==> src/rtl/wake_exit_pkg.sv <==
package wake_exit_pkg;
  typedef enum logic [1:0] {
    MODE_XTAL     = 2'b00,
    MODE_XTAL_PLL = 2'b01,
    MODE_EXT      = 2'b10,
    MODE_LFRC     = 2'b11
  } clk_mode_e;

  typedef enum logic [2:0] {
    ST_DONE = 3'd0,
    ST_OST  = 3'd1,
    ST_PLL  = 3'd2,
    ST_STAB = 3'd3
  } osc_stage_e;
endpackage

==> src/rtl/prep_timer.sv <==
module prep_timer #(
  parameter int unsigned PREP_CYC = 16
) (
  input  logic clk,
  input  logic rst_n,
  input  logic start,
  output logic zero
);
  localparam int unsigned PW = $clog2(PREP_CYC + 1);

  logic [PW-1:0] cnt_q;

  always_ff @(posedge clk or negedge rst_n) begin
    if (!rst_n)              cnt_q <= '0;
    else if (start)          cnt_q <= PW'(PREP_CYC);
    else if (cnt_q != '0)    cnt_q <= cnt_q - 1'b1;
  end

  assign zero = (cnt_q == '0);


  prep_no_reload_chk: assert property (@(posedge clk) disable iff (!rst_n)
    (!start && cnt_q != '0) |=> (cnt_q == $past(cnt_q) - 1'b1));
endmodule

==> src/rtl/osc_stage_ctrl.sv <==
module osc_stage_ctrl
  import wake_exit_pkg::*;
#(
  parameter int unsigned OST_CYC  = 1024,
  parameter int unsigned PLL_CYC  = 2048,
  parameter int unsigned STAB_CYC = 64
) (
  input  logic       clk,
  input  logic       rst_n,
  input  logic       start,
  input  logic [1:0] mode,
  input  logic       pri_running,
  input  logic       osc_pulse,
  output logic       osc_done,
  output logic       run_ok
);
  localparam int unsigned MAXC = (OST_CYC > PLL_CYC)
                               ? ((OST_CYC > STAB_CYC) ? OST_CYC : STAB_CYC)
                               : ((PLL_CYC > STAB_CYC) ? PLL_CYC : STAB_CYC);
  localparam int unsigned CW = $clog2(MAXC + 1);

  osc_stage_e    stage_q;
  logic          pll_q;
  logic [CW-1:0] cnt_q;

  always_ff @(posedge clk or negedge rst_n) begin
    if (!rst_n) begin
      stage_q <= ST_DONE;
      pll_q   <= 1'b0;
      cnt_q   <= '0;
    end else if (start) begin
      pll_q <= (mode == MODE_XTAL_PLL);
      if (pri_running || mode == MODE_EXT) begin
        stage_q <= ST_DONE;
        cnt_q   <= '0;
      end else if (mode == MODE_LFRC) begin
        stage_q <= ST_STAB;
        cnt_q   <= CW'(STAB_CYC);
      end else begin
        stage_q <= ST_OST;
        cnt_q   <= CW'(OST_CYC);
      end
    end else begin
      unique case (stage_q)
        ST_OST: if (osc_pulse) begin
          if (cnt_q == CW'(1)) begin
            stage_q <= pll_q ? ST_PLL : ST_DONE;
            cnt_q   <= pll_q ? CW'(PLL_CYC) : '0;
          end else begin
            cnt_q <= cnt_q - 1'b1;
          end
        end
        ST_PLL, ST_STAB: begin
          if (cnt_q == CW'(1)) begin
            stage_q <= ST_DONE;
            cnt_q   <= '0;
          end else begin
            cnt_q <= cnt_q - 1'b1;
          end
        end
        default: cnt_q <= '0;
      endcase
    end
  end

  assign osc_done = (stage_q == ST_DONE);
  assign run_ok   = (stage_q == ST_DONE) || (stage_q == ST_STAB);


  ost_edge_chk: assert property (@(posedge clk) disable iff (!rst_n)
    (!start && stage_q == ST_OST && !osc_pulse) |=> (stage_q == ST_OST && $stable(cnt_q)));


  pll_after_ost_chk: assert property (@(posedge clk) disable iff (!rst_n)
    (!start && stage_q == ST_PLL) |=> (stage_q == ST_PLL || stage_q == ST_DONE));
endmodule

==> src/rtl/wake_exit_seq.sv <==
module wake_exit_seq
  import wake_exit_pkg::*;
#(
  parameter int unsigned OST_CYC  = 1024,
  parameter int unsigned PLL_CYC  = 2048,
  parameter int unsigned PREP_CYC = 16,
  parameter int unsigned STAB_CYC = 64
) (
  input  logic       clk,
  input  logic       rst_n,
  input  logic [1:0] clk_mode,
  input  logic       pri_running,
  input  logic       osc_pulse,
  input  logic       sleep_enter,
  input  logic       wake,
  output logic       cpu_run,
  output logic       clk_ready
);
  logic active_q, run_q, ready_q;
  logic start, prep_zero, osc_done, run_ok, sleep_go;

  assign start    = wake && !active_q && !run_q;
  assign sleep_go = sleep_enter && run_q && !active_q;

  prep_timer #(.PREP_CYC(PREP_CYC)) u_prep (
    .clk(clk), .rst_n(rst_n), .start(start), .zero(prep_zero)
  );

  osc_stage_ctrl #(.OST_CYC(OST_CYC), .PLL_CYC(PLL_CYC), .STAB_CYC(STAB_CYC)) u_osc (
    .clk(clk), .rst_n(rst_n), .start(start), .mode(clk_mode),
    .pri_running(pri_running), .osc_pulse(osc_pulse),
    .osc_done(osc_done), .run_ok(run_ok)
  );

  always_ff @(posedge clk or negedge rst_n) begin
    if (!rst_n) begin
      active_q <= 1'b0;
      run_q    <= 1'b1;
      ready_q  <= 1'b1;
    end else if (sleep_go) begin
      run_q <= 1'b0;
      if (!pri_running) ready_q <= 1'b0;
    end else if (start) begin
      active_q <= 1'b1;
    end else if (active_q) begin
      if (prep_zero && run_ok) run_q   <= 1'b1;
      if (osc_done)            ready_q <= 1'b1;
      if (prep_zero && osc_done) active_q <= 1'b0;
    end
  end

  assign cpu_run   = run_q;
  assign clk_ready = ready_q;


  prep_before_run_chk: assert property (@(posedge clk) disable iff (!rst_n)
    $rose(run_q) |-> $past(prep_zero));


  sleep_drop_chk: assert property (@(posedge clk) disable iff (!rst_n)
    sleep_go |=> !run_q);


  ready_kept_chk: assert property (@(posedge clk) disable iff (!rst_n)
    (sleep_go && pri_running && ready_q) |=> ready_q);


  ready_rise_chk: assert property (@(posedge clk) disable iff (!rst_n)
    $rose(ready_q) |-> $past(osc_done && active_q));


  wake_ignored_chk: assert property (@(posedge clk) disable iff (!rst_n)
    (active_q && wake) |-> !start);
endmodule

==> config.mk <==
export PLATFORM = sky130hd
export DESIGN_NAME = wake_exit_seq
export DESIGN_NICKNAME = d
export VERILOG_FILES = /design/src/rtl/wake_exit_pkg.sv /design/src/rtl/prep_timer.sv /design/src/rtl/osc_stage_ctrl.sv /design/src/rtl/wake_exit_seq.sv
export SDC_FILE = /design/constraint.sdc
export NUM_CORES = 1
export LEC_CHECK = 0
export BUFFER_PORTS_ARGS = -buffer_cell sky130_fd_sc_hd__buf_4
export CAP_MARGIN = 10
export CORE_MARGIN = 10
export CORE_UTILIZATION = 33
export DETAILED_ROUTE_END_ITERATION = 16
export GPL_TIMING_DRIVEN = 0
export PLACE_DENSITY = 0.46
export SYNTH_ARGS = -nofsm -noshare
export SYNTH_HDL_FRONTEND = slang
export SYNTH_HIERARCHICAL = 1
export SYNTH_SLANG_ARGS = --single-unit
==> constraint.sdc <==
create_clock -name clk -period 3.7 [get_ports clk]
set_input_delay 0.555 -clock clk [delete_from_list [all_inputs] [get_ports clk]]
set_output_delay 0.555 -clock clk [all_outputs]
set_load 0.05 [all_outputs]
==> metrics.txt, run 1 <==
syn avg cell area 9.02 um2; Tightest Pin Transition 0.764 ns; asr flop ratio synth 1.00; Initial Util 0.344; slowest cell delay on critical path 0.66 ns; Cell variety after synth 49; post_cts resized 0; Nets 184; Ports 10; Worst Skew 0.00331 ns; sequence of cells on the critical path nor3b_2 -> clkbuf_1 -> nor3b_1 -> clkbuf_1 -> o21ai_0 -> o21ai_0; number of synthesized flops with an enable pin 0; H-tree depth 1; detailed placer's ending HPWL 2410 um; sequential area share after synthesis 0.414; Synth Warn # 6; crit end category register; minimum clock period after layout 2.36 ns; post-route ant nets 0; Worst-Skew Late Latency 0.26 ns; initial antenna violation count 0; initial drt markers 58; Total Wirelength 3170 um; Tot Pwr 0.00129 W; TritonRoute pass-1 iters 4; LEAKAGE 0.709 nW; Layout area overhead 12.6%; worst hold path type primary input to asynchronous set/reset pin; Crit path buffers/inverters 2; Sink Count 23; DR WL/cell 14.5 um; DR vias/cell 5.32; period utilization 0.638; Max rail drop VDD 0.372 mV; Finished Core Util 0.388; die width 85.1 um; unrepaired setup endpoints after global routing false; cell area after synthesis 1400 um2; setup slack, reg-to-reg 1.34 ns; Syn Inst Count 155; Setup TNS Final 0 ns; cts bufs inserted 3; cts hold-fix bufs 0; die footprint 7240 um2; # fillers 423; CTS tree done; ANT cells 0; # DRC 0; final setup fails 0; # Post-CTS Setup Buffers 0; routed vias 1160; GPL Wtd Cong 0.804; worst-case clock buffer depth 2; max-cap violation count 0; global-route wire length before repair 5560 um; largest net degree at the start of global routing 24; status finished, final reports clean; grt ovf 0; worst-path maximum fanout 10; DIE HEIGHT 85.1 um; Hold Vio Cnt, Final 0; most common cell after layout, fill and taps aside dfrtp_1; PortBufs 9; Seq cells post-synth 23; share of layout cells above drive strength 1 0.161; syn nets 170; clock slew at reported path FFs 0.08 ns; Max Fclk 424 MHz; num rows 23; Worst setup SP type register; CP Class register to register; Crit path required time 3.89 ns; most frequent cells in the layout 21 x dfrtp_1, 14 x nand2_1, 13 x inv_1, 12 x nor2_1; Slew headroom 0.486; vias in the first global route 1151; power density over the cells 817 nW/um2; slowest stage cell, crit path nor3b_1; Global Route Usage Sum 0.0906; Pins Over Slew Limit 0; Arr. time, crit path 2.55 ns; Crit path max-delay family simple AND/OR/NAND/NOR gates; root buffer cell clkbuf_8; predominant post-synthesis flop cell dfrtp_1; Core ar. 4060 um2
-- cells by family (layout without fill, tap and decap cells) --
| logic type | count (synthesis) | in the layout | share of synthesized area |
|---|---|---|---|
| muxes | 1 | 1 | 0.00716 |
| buffers and inverters | 19 | 32 | 0.0591 |
| AOI/OAI and AO/OA | 41 | 41 | 0.197 |
| adders and majority gates | 7 | 7 | 0.0627 |
| and+or+nand+nor | 63 | 63 | 0.254 |
| xor gates and xnor gates | 1 | 1 | 0.00627 |
| DFF | 23 | 23 | 0.414 |
-- layout make-up --
cell class              count  area (um2)  area share
plain buffers               6        33.8      0.0215
clock inverters             1        5.00     0.00318
flip-flops and latches     23         578       0.367
inverters                  13        48.8      0.0310
repair buffers              9        67.6      0.0429
multi-input cells         113         737       0.468
well taps                  50        62.6      0.0397
clock buffers               3        41.3      0.0262
-- synthesized netlist by cell type (all sizes together) (2+ instances only) --
cell type	number	area share
nor4	3	0.013
buf	4	0.019
and3	2	0.0090
inv	13	0.035
ha	7	0.063
or4	2	0.013
nor2	12	0.032
a31oi	2	0.0090
nand3	8	0.029
a21o	2	0.011
dfstp	2	0.038
nor3	6	0.021
dfrtp	21	0.38
nand2b	3	0.013
a21oi	9	0.032
clkbuf	2	0.0054
a41oi	2	0.013
or3	2	0.013
o21ai	11	0.042
nor3b	3	0.020
nand2	14	0.038
o31ai	4	0.021
-- metrics by stage --
step | worst slack, ns | area (um2) | instances | hold slack, ns
floorplan | 1.66 | 1400 | 155 | 0.259
finish | 1.34 | 1570 | 218 | 0.173
global placement | 1.13 | 1530 | 214 | 0.473
CTS | 1.35 | 1570 | 218 | 0.179
detailed placement | 1.15 | 1530 | 214 | 0.474
global route | 1.12 | 1570 | 218 | 0.175
-- final timing paths --
kind / startpoint / endpoint / depth (start not counted)
max in group asynchronous: rst_n / clk_ready / 1
min in group clk: clk_mode[1] / u_osc/pll_q / 2
worst max-delay path: cpu_run / u_osc/cnt_q[2] / 6
worst min-delay path: rst_n / u_osc/cnt_q[3] / 1
worst min register to register: u_osc/cnt_q[1] / u_osc/cnt_q[1] / 2
worst max register to register: cpu_run / u_osc/cnt_q[2] / 6
-- where the power goes --
part / internal, W / switching, W / total, W
combinational: 0.000294 / 0.000384 / 0.000678
sequential: 0.000353 / 0.0000975 / 0.000451
clock: 0.0000752 / 0.0000829 / 0.000158
total: 0.000723 / 0.000564 / 0.00129
-- flip-flops by register name (all words and copies together) (netlist names) --
| signal | count |
|---|---|
| u_osc/cnt_q | 12 |
| u_osc/stage_q | 2 |
| u_prep/cnt_q | 5 |
| active_q | 1 |
| cpu_run | 1 |
| clk_ready | 1 |
| u_osc/pll_q | 1 |
-- metal layers --
metal  routed length, um  up-vias  part of all wire  GRT usage
met4                  42        0             0.013     0.0180
met2                1490       25              0.47      0.146
li1                    -      584                 -          -
met3                 134        4             0.042     0.0287
met5                   0        -                 0          0
met1                1500      547              0.47      0.115
Power figures use the tool's default switching activity.
==> run 2: changes to the inputs <==
==> constraint.sdc (replaced) <==
create_clock -name clk -period 2.4 [get_ports clk]
set_input_delay 0.36 -clock clk [delete_from_list [all_inputs] [get_ports clk]]
set_output_delay 0.36 -clock clk [all_outputs]
set_load 0.05 [all_outputs]
==> run 2 against run 1 <==
Critical path depth stayed put; worst setup slack worse by 1.1 ns; combinational power is 55% higher; sequential power rose by 55%; worst hold slack better by 0.11 ns; register-to-register slack got worse by 1.1 ns; routed wire length rose by 0.51%; critical path type unchanged; largest power group unchanged.
==> metrics.txt, run 2 (synthesis results as in run 1) <==
worst-path maximum fanout 7 (-3); # fillers 422 (-0.24%); DIE HEIGHT 85.1 um (unchanged); Clock Power Share 0.122 (about the same); Total Wirelength 3180 um (+0.51%); Layout area overhead 14.1%; most common cell after layout, fill and taps aside dfrtp_1; Nets 185 (+0.54%); grt ovf 0 (unchanged); initial antenna violation count 0 (unchanged); final setup fails 0 (unchanged); Final Cell Area 1600 um2 (+1.4%); worst-case clock buffer depth 2 (unchanged); # DRC 0 (unchanged); Setup TNS Final 0 ns (unchanged); global-route wire length before repair 5580 um (+0.38%); slowest stage cell, crit path o31ai_1; sequence of cells on the critical path inv_1 -> ha_1 -> o31ai_1 -> nor2_1 -> a41oi_1 -> a31oi_1; TritonRoute pass-1 iters 4 (unchanged); Hold Vio Cnt, Final 0 (unchanged); minimum clock period after layout 2.20 ns (-0.158 ns); Post-Place Worst Slack 0.0460 ns (-1.11 ns); Placed Area 1530 um2 (unchanged); crit end category register; ANT cells 0 (unchanged); Largest regs u_osc/cnt_q (12), u_prep/cnt_q (5), u_osc/stage_q (2); max reg flops 12 (unchanged); LEAKAGE 0.717 nW (+1.1%); max-cap violation count 0 (unchanged); H-tree depth 1 (unchanged); reg2reg start u_osc/stage_q[1]; share of layout cells above drive strength 1 0.166 (+0.00497); DR vias/cell 5.29 (-0.63%); Crit path required time 2.54 ns (-1.35 ns); sw frac 0.439 (+0.000531); Slew headroom 0.477 (-0.00956); period utilization 0.918 (+0.280); PortBufs 9 (unchanged); fin cells 219 (+0.46%); Max Fclk 454 MHz (+7.2%); unrepaired setup endpoints after global routing false; Flop pwr share 0.351 (about the same); die width 85.1 um (unchanged); min-delay src clk_mode[1]; Worst setup startpoint u_osc/stage_q[1]; Tot Pwr 0.00199 W (+55%); combinational power share 0.527 (about the same); CP Class register to register; Arr. time, crit path 2.35 ns (-0.20 ns); num rows 23 (unchanged); root buffer cell clkbuf_8; detailed placer's ending HPWL 2410 um (unchanged); GPL Wtd Cong 0.804 (unchanged); DR WL/cell 14.5 um (about the same); Worst Skew 0.00324 ns (-0.0000773 ns); Pins Over Slew Limit 0 (unchanged); die footprint 7240 um2 (unchanged); Ports 10 (unchanged); CTS tree done; worst hold path type primary input to register; Sink Count 23 (unchanged); largest net degree at the start of global routing 24 (unchanged); Internal Pwr Total 0.00112 W (+55%); clock slew at reported path FFs 0.09 ns (about the same); Tightest Pin Transition 0.779 ns (+0.0142 ns); # Post-CTS Setup Buffers 0 (unchanged); cts bufs inserted 3 (unchanged); Max rail drop VDD 0.576 mV (+55%); Global Route Usage Sum 0.0908 (+0.000194); final worst slack 0.197 ns (-1.14 ns); Initial Util 0.344 (unchanged); vias in the first global route 1157 (+0.52%); setup slack, reg-to-reg 0.20 ns (-1.14 ns); routed vias 1158 (-0.17%); Reg with most FFs u_osc/cnt_q; Worst setup SP type register; P_sw 0.000875 W (+55%); post-route ant nets 0 (unchanged); slowest cell delay on critical path 0.66 ns (about the same); most frequent cells in the layout 21 x dfrtp_1, 14 x nand2_1, 13 x inv_1, 12 x nor2_1; status finished, final reports clean; power density over the cells 1250 nW/um2 (+53%); initial drt markers 65 (+12%); Core ar. 4060 um2 (unchanged); Worst-Skew Late Latency 0.26 ns (about the same); DP Cell Count 214 (unchanged)
run 2: layout make-up:
type	instances	area, um2	area share
buffer	6	33.8	0.0212
clock buffer	3	41.3	0.0259
clock inverter	1	5.00	0.00314
inverter	13	48.8	0.0306
multi-input combinational	113	748	0.469
sequential	23	578	0.362
tap	50	62.6	0.0392
timing repair buffer	10	77.6	0.0486
run 2: worst paths after layout:
path / end / depth (start not counted)
max in group asynchronous: clk_ready / 2
hold / removal: u_osc/pll_q / 2
hold reg to reg: u_osc/cnt_q[1] / 2
setup / recovery: u_osc/cnt_q[4] / 6
setup reg to reg: u_osc/cnt_q[4] / 6
min in group asynchronous: u_osc/cnt_q[3] / 2
run 2: metal layers:
layer,global-route usage,up-vias,wire [um]
met2,0.146,19,1490
met4,0.0180,0,42
met1,0.116,549,1540
met5,0,-,0
met3,0.0287,4,117
li1,-,586,-
run 2: per-stage QoR:
| step | hold WS [ns] | utilization |
|---|---|---|
| after detailed placement | 0.279 | 0.377 |
| after CTS | 0.280 | 0.390 |
| after floorplan | 0.0644 | - |
| after global routing | 0.281 | 0.393 |
| final | 0.288 | 0.393 |
| after global placement | 0.278 | 0.377 |
run 2: power by group through the flow:
stage | registers, W | clock network (W) | logic [W]
after floorplan | 0.000692 | 0 | 0.000800
after CTS | 0.000693 | 0.000257 | 0.00105
final | 0.000700 | 0.000244 | 0.00105
after detailed placement | 0.000700 | 0 | 0.00105
after global routing | 0.000728 | 0.000276 | 0.00119
after global placement | 0.000692 | 0 | 0.00104
run 2: critical path: cells and delay by family, from the launching register on:
kind                     cells  cell delay, ns
buffers and inverters        1            0.08
flip-flops                   1            0.43
AND/OR/NAND/NOR              1            0.31
AO/OA/AOI/OAI                3            1.01
adder cells (fa/ha/maj)      1            0.24
run 2: repair_timing:
item | CTS | global route
resized for setup | 0 | 2
hold buffers | 1 | 0
endpoints found under the hold margin | 21 | 0
endpoints found under the setup margin | 0 | 8
==> run 3: changes to the inputs <==
--- a/config.mk
+++ b/config.mk
@@ -6,12 +6,12 @@
 export NUM_CORES = 1
 export LEC_CHECK = 0
 export BUFFER_PORTS_ARGS = -buffer_cell sky130_fd_sc_hd__buf_4
-export CAP_MARGIN = 10
+export CAP_MARGIN = 5
 export CORE_MARGIN = 10
-export CORE_UTILIZATION = 33
+export CORE_UTILIZATION = 59
 export DETAILED_ROUTE_END_ITERATION = 16
 export GPL_TIMING_DRIVEN = 0
-export PLACE_DENSITY = 0.46
+export PLACE_DENSITY = 0.75
 export SYNTH_ARGS = -nofsm -noshare
 export SYNTH_HDL_FRONTEND = slang
 export SYNTH_HIERARCHICAL = 1
==> constraint.sdc (replaced) <==
create_clock -name clk -period 2.4 [get_ports clk]
set_input_delay 0.6 -clock clk [delete_from_list [all_inputs] [get_ports clk]]
set_output_delay 0.6 -clock clk [all_outputs]
set_load 0.05 [all_outputs]
==> run 3 against run 2 <==
Combinational power barely moved; highest routed layer unchanged; count of clock-buffer cells in the layout is the same; register-to-register slack better by 0.06 ns; power down 4.2%; largest cell class unchanged; critical path depth stayed put; worst hold slack lost 0.13 ns; sequential power down 1%.
==> metrics.txt, run 3 (synthesis results as in run 1) <==
# Post-CTS Setup Buffers 0 (unchanged); Largest regs u_osc/cnt_q (12), u_prep/cnt_q (5), u_osc/stage_q (2); max reg flops 12 (unchanged); Global Route Usage Sum 0.132 (+0.0408); DIE HEIGHT 68.7 um (-19%); Highest Signal Layer met4; most common cell after layout, fill and taps aside dfrtp_1; # DRC 0 (unchanged); die width 68.7 um (-19%); fin cells 196 (-11%); Slew headroom 0.517 (+0.0402); worst hold path type primary input to asynchronous set/reset pin; Core ar. 2230 um2 (-45%); global-route wire length before repair 4890 um (-12%); sequence of cells on the critical path nor3b_4 -> clkbuf_1 -> nor3b_2 -> clkbuf_1 -> o21ai_0 -> o21ai_1; num rows 17 (-26%); power density over the cells 1240 nW/um2 (-0.65%); Crit path buffers/inverters 2 (+1); CP dominant cell by count clkbuf_1; Crit path required time 2.64 ns (+0.10 ns); met2 WL 1260 um (-15%); Pins Over Slew Limit 0 (unchanged); Nets 184 (-0.54%); max-cap violation count 0 (unchanged); grt ovf 0 (unchanged); most frequent cells in the layout 21 x dfrtp_1, 14 x nand2_1, 13 x inv_1, 12 x nor2_1; TritonRoute pass-1 iters 4 (unchanged); unrepaired setup endpoints after global routing false; share of layout cells above drive strength 1 0.167 (+0.000986); largest net degree at the start of global routing 24 (unchanged); Sink Count 23 (unchanged); minimum clock period after layout 2.14 ns (-0.0634 ns); Worst-Skew Late Latency 0.31 ns (+0.05 ns); root buffer cell clkbuf_4; Max Fclk 467 MHz (+3.0%); period utilization 0.891 (-0.0264); H-tree depth 1 (unchanged); slowest stage cell, crit path dfstp_2; routed vias 1166 (+0.69%); Layout area overhead 10.1%; crit end category register; die footprint 4720 um2 (-35%); Crit path max-delay family buffers and inverters; initial antenna violation count 0 (unchanged); PortBufs 9 (unchanged); post-route ant nets 0 (unchanged); CP Class register to register; DR vias/cell 5.95 (+13%); slowest cell delay on critical path 0.61 ns (-0.05 ns); met3 WL 105 um (-10%); Hold Vio Cnt, Final 0 (unchanged); cts bufs inserted 3 (unchanged); worst-path maximum fanout 10 (+3); Total Wirelength 2810 um (-12%); CTS tree done; CP Depth 6 (unchanged); Reg with most FFs u_osc/cnt_q; DR WL/cell 14.3 um (-1.5%); detailed placer's ending HPWL 2120 um (-12%); Worst setup SP type register; Finished Core Util 0.689 (+0.296); DP Cell Count 192 (-10%); met1 WL 1410 um (-8.5%); worst-case clock buffer depth 2 (unchanged); Worst Skew 0.00357 ns (+0.000338 ns); status finished, final reports clean; R2R cell count 6 (unchanged); Tightest Pin Transition 0.719 ns (-0.0598 ns); Ports 10 (unchanged); vias in the first global route 1072 (-7.3%); final setup fails 0 (unchanged); Arr. time, crit path 2.38 ns (+0.03 ns); ANT cells 0 (unchanged); GPL Wtd Cong 0.820 (+1.9%); initial drt markers 149 (+130%); Initial Util 0.626 (+0.281); LEAKAGE 0.705 nW (-1.7%); Max rail drop VDD 0.708 mV (+23%); clock slew at reported path FFs 0.13 ns (+0.04 ns)
==> run 3: what timing repair did <==
action / 4_1_cts / 5_1_grt
hold buffers: 0 / 0
setup endpoints to repair: 0 / 8
resized for setup: 0 / 2
==> run 3: path summary, 6_finish.rpt <==
path	start	slack (ns)	to
worst max-delay path	cpu_run	0.26	u_osc/cnt_q[10]
worst min-delay path	rst_n	0.16	u_osc/cnt_q[9]
worst max register to register	cpu_run	0.26	u_osc/cnt_q[10]
worst min register to register	u_osc/cnt_q[1]	0.53	u_osc/cnt_q[1]
max in group asynchronous	rst_n	1.96	clk_ready
min in group clk	clk_mode[1]	0.48	u_osc/pll_q
==> run 3: through the flow <==
stage                     cell area (um2)  hold WS [ns]  TNS [ns]  setup slack (ns)  power, W
after floorplan                      1400         0.304         0             0.361   0.00149
after global placement               1500         0.484    -0.272           -0.0760   0.00168
after detailed placement             1500         0.501    -0.536            -0.109   0.00172
after CTS                            1530         0.160         0             0.115   0.00190
after global routing                 1540         0.166         0            0.0596   0.00209
final                                1540         0.156         0             0.261   0.00191
==> run 3: cell type report <==
class / instances / area (um2)
buffer: 6 / 33.8
clock buffer: 3 / 22.5
clock inverter: 1 / 5.00
fill: 175 / 694
inverter: 13 / 48.8
multi-input combinational: 113 / 748
sequential: 23 / 578
tap: 28 / 35.0
timing repair buffer: 9 / 67.6
==> run 3: per-layer routing <==
| metal | vias to the layer above | track usage |
|---|---|---|
| li1 | 587 | - |
| met1 | 554 | 0.177 |
| met2 | 21 | 0.207 |
| met3 | 4 | 0.0225 |
| met4 | 0 | 0.0477 |
| met5 | - | 0 |
==> run 3: where the power goes <==
group,internal (W),switching [W],leakage [nW]
registers,0.000544,0.000150,0.294
logic,0.000457,0.000582,0.393
clock network,0.0000623,0.000117,0.0177
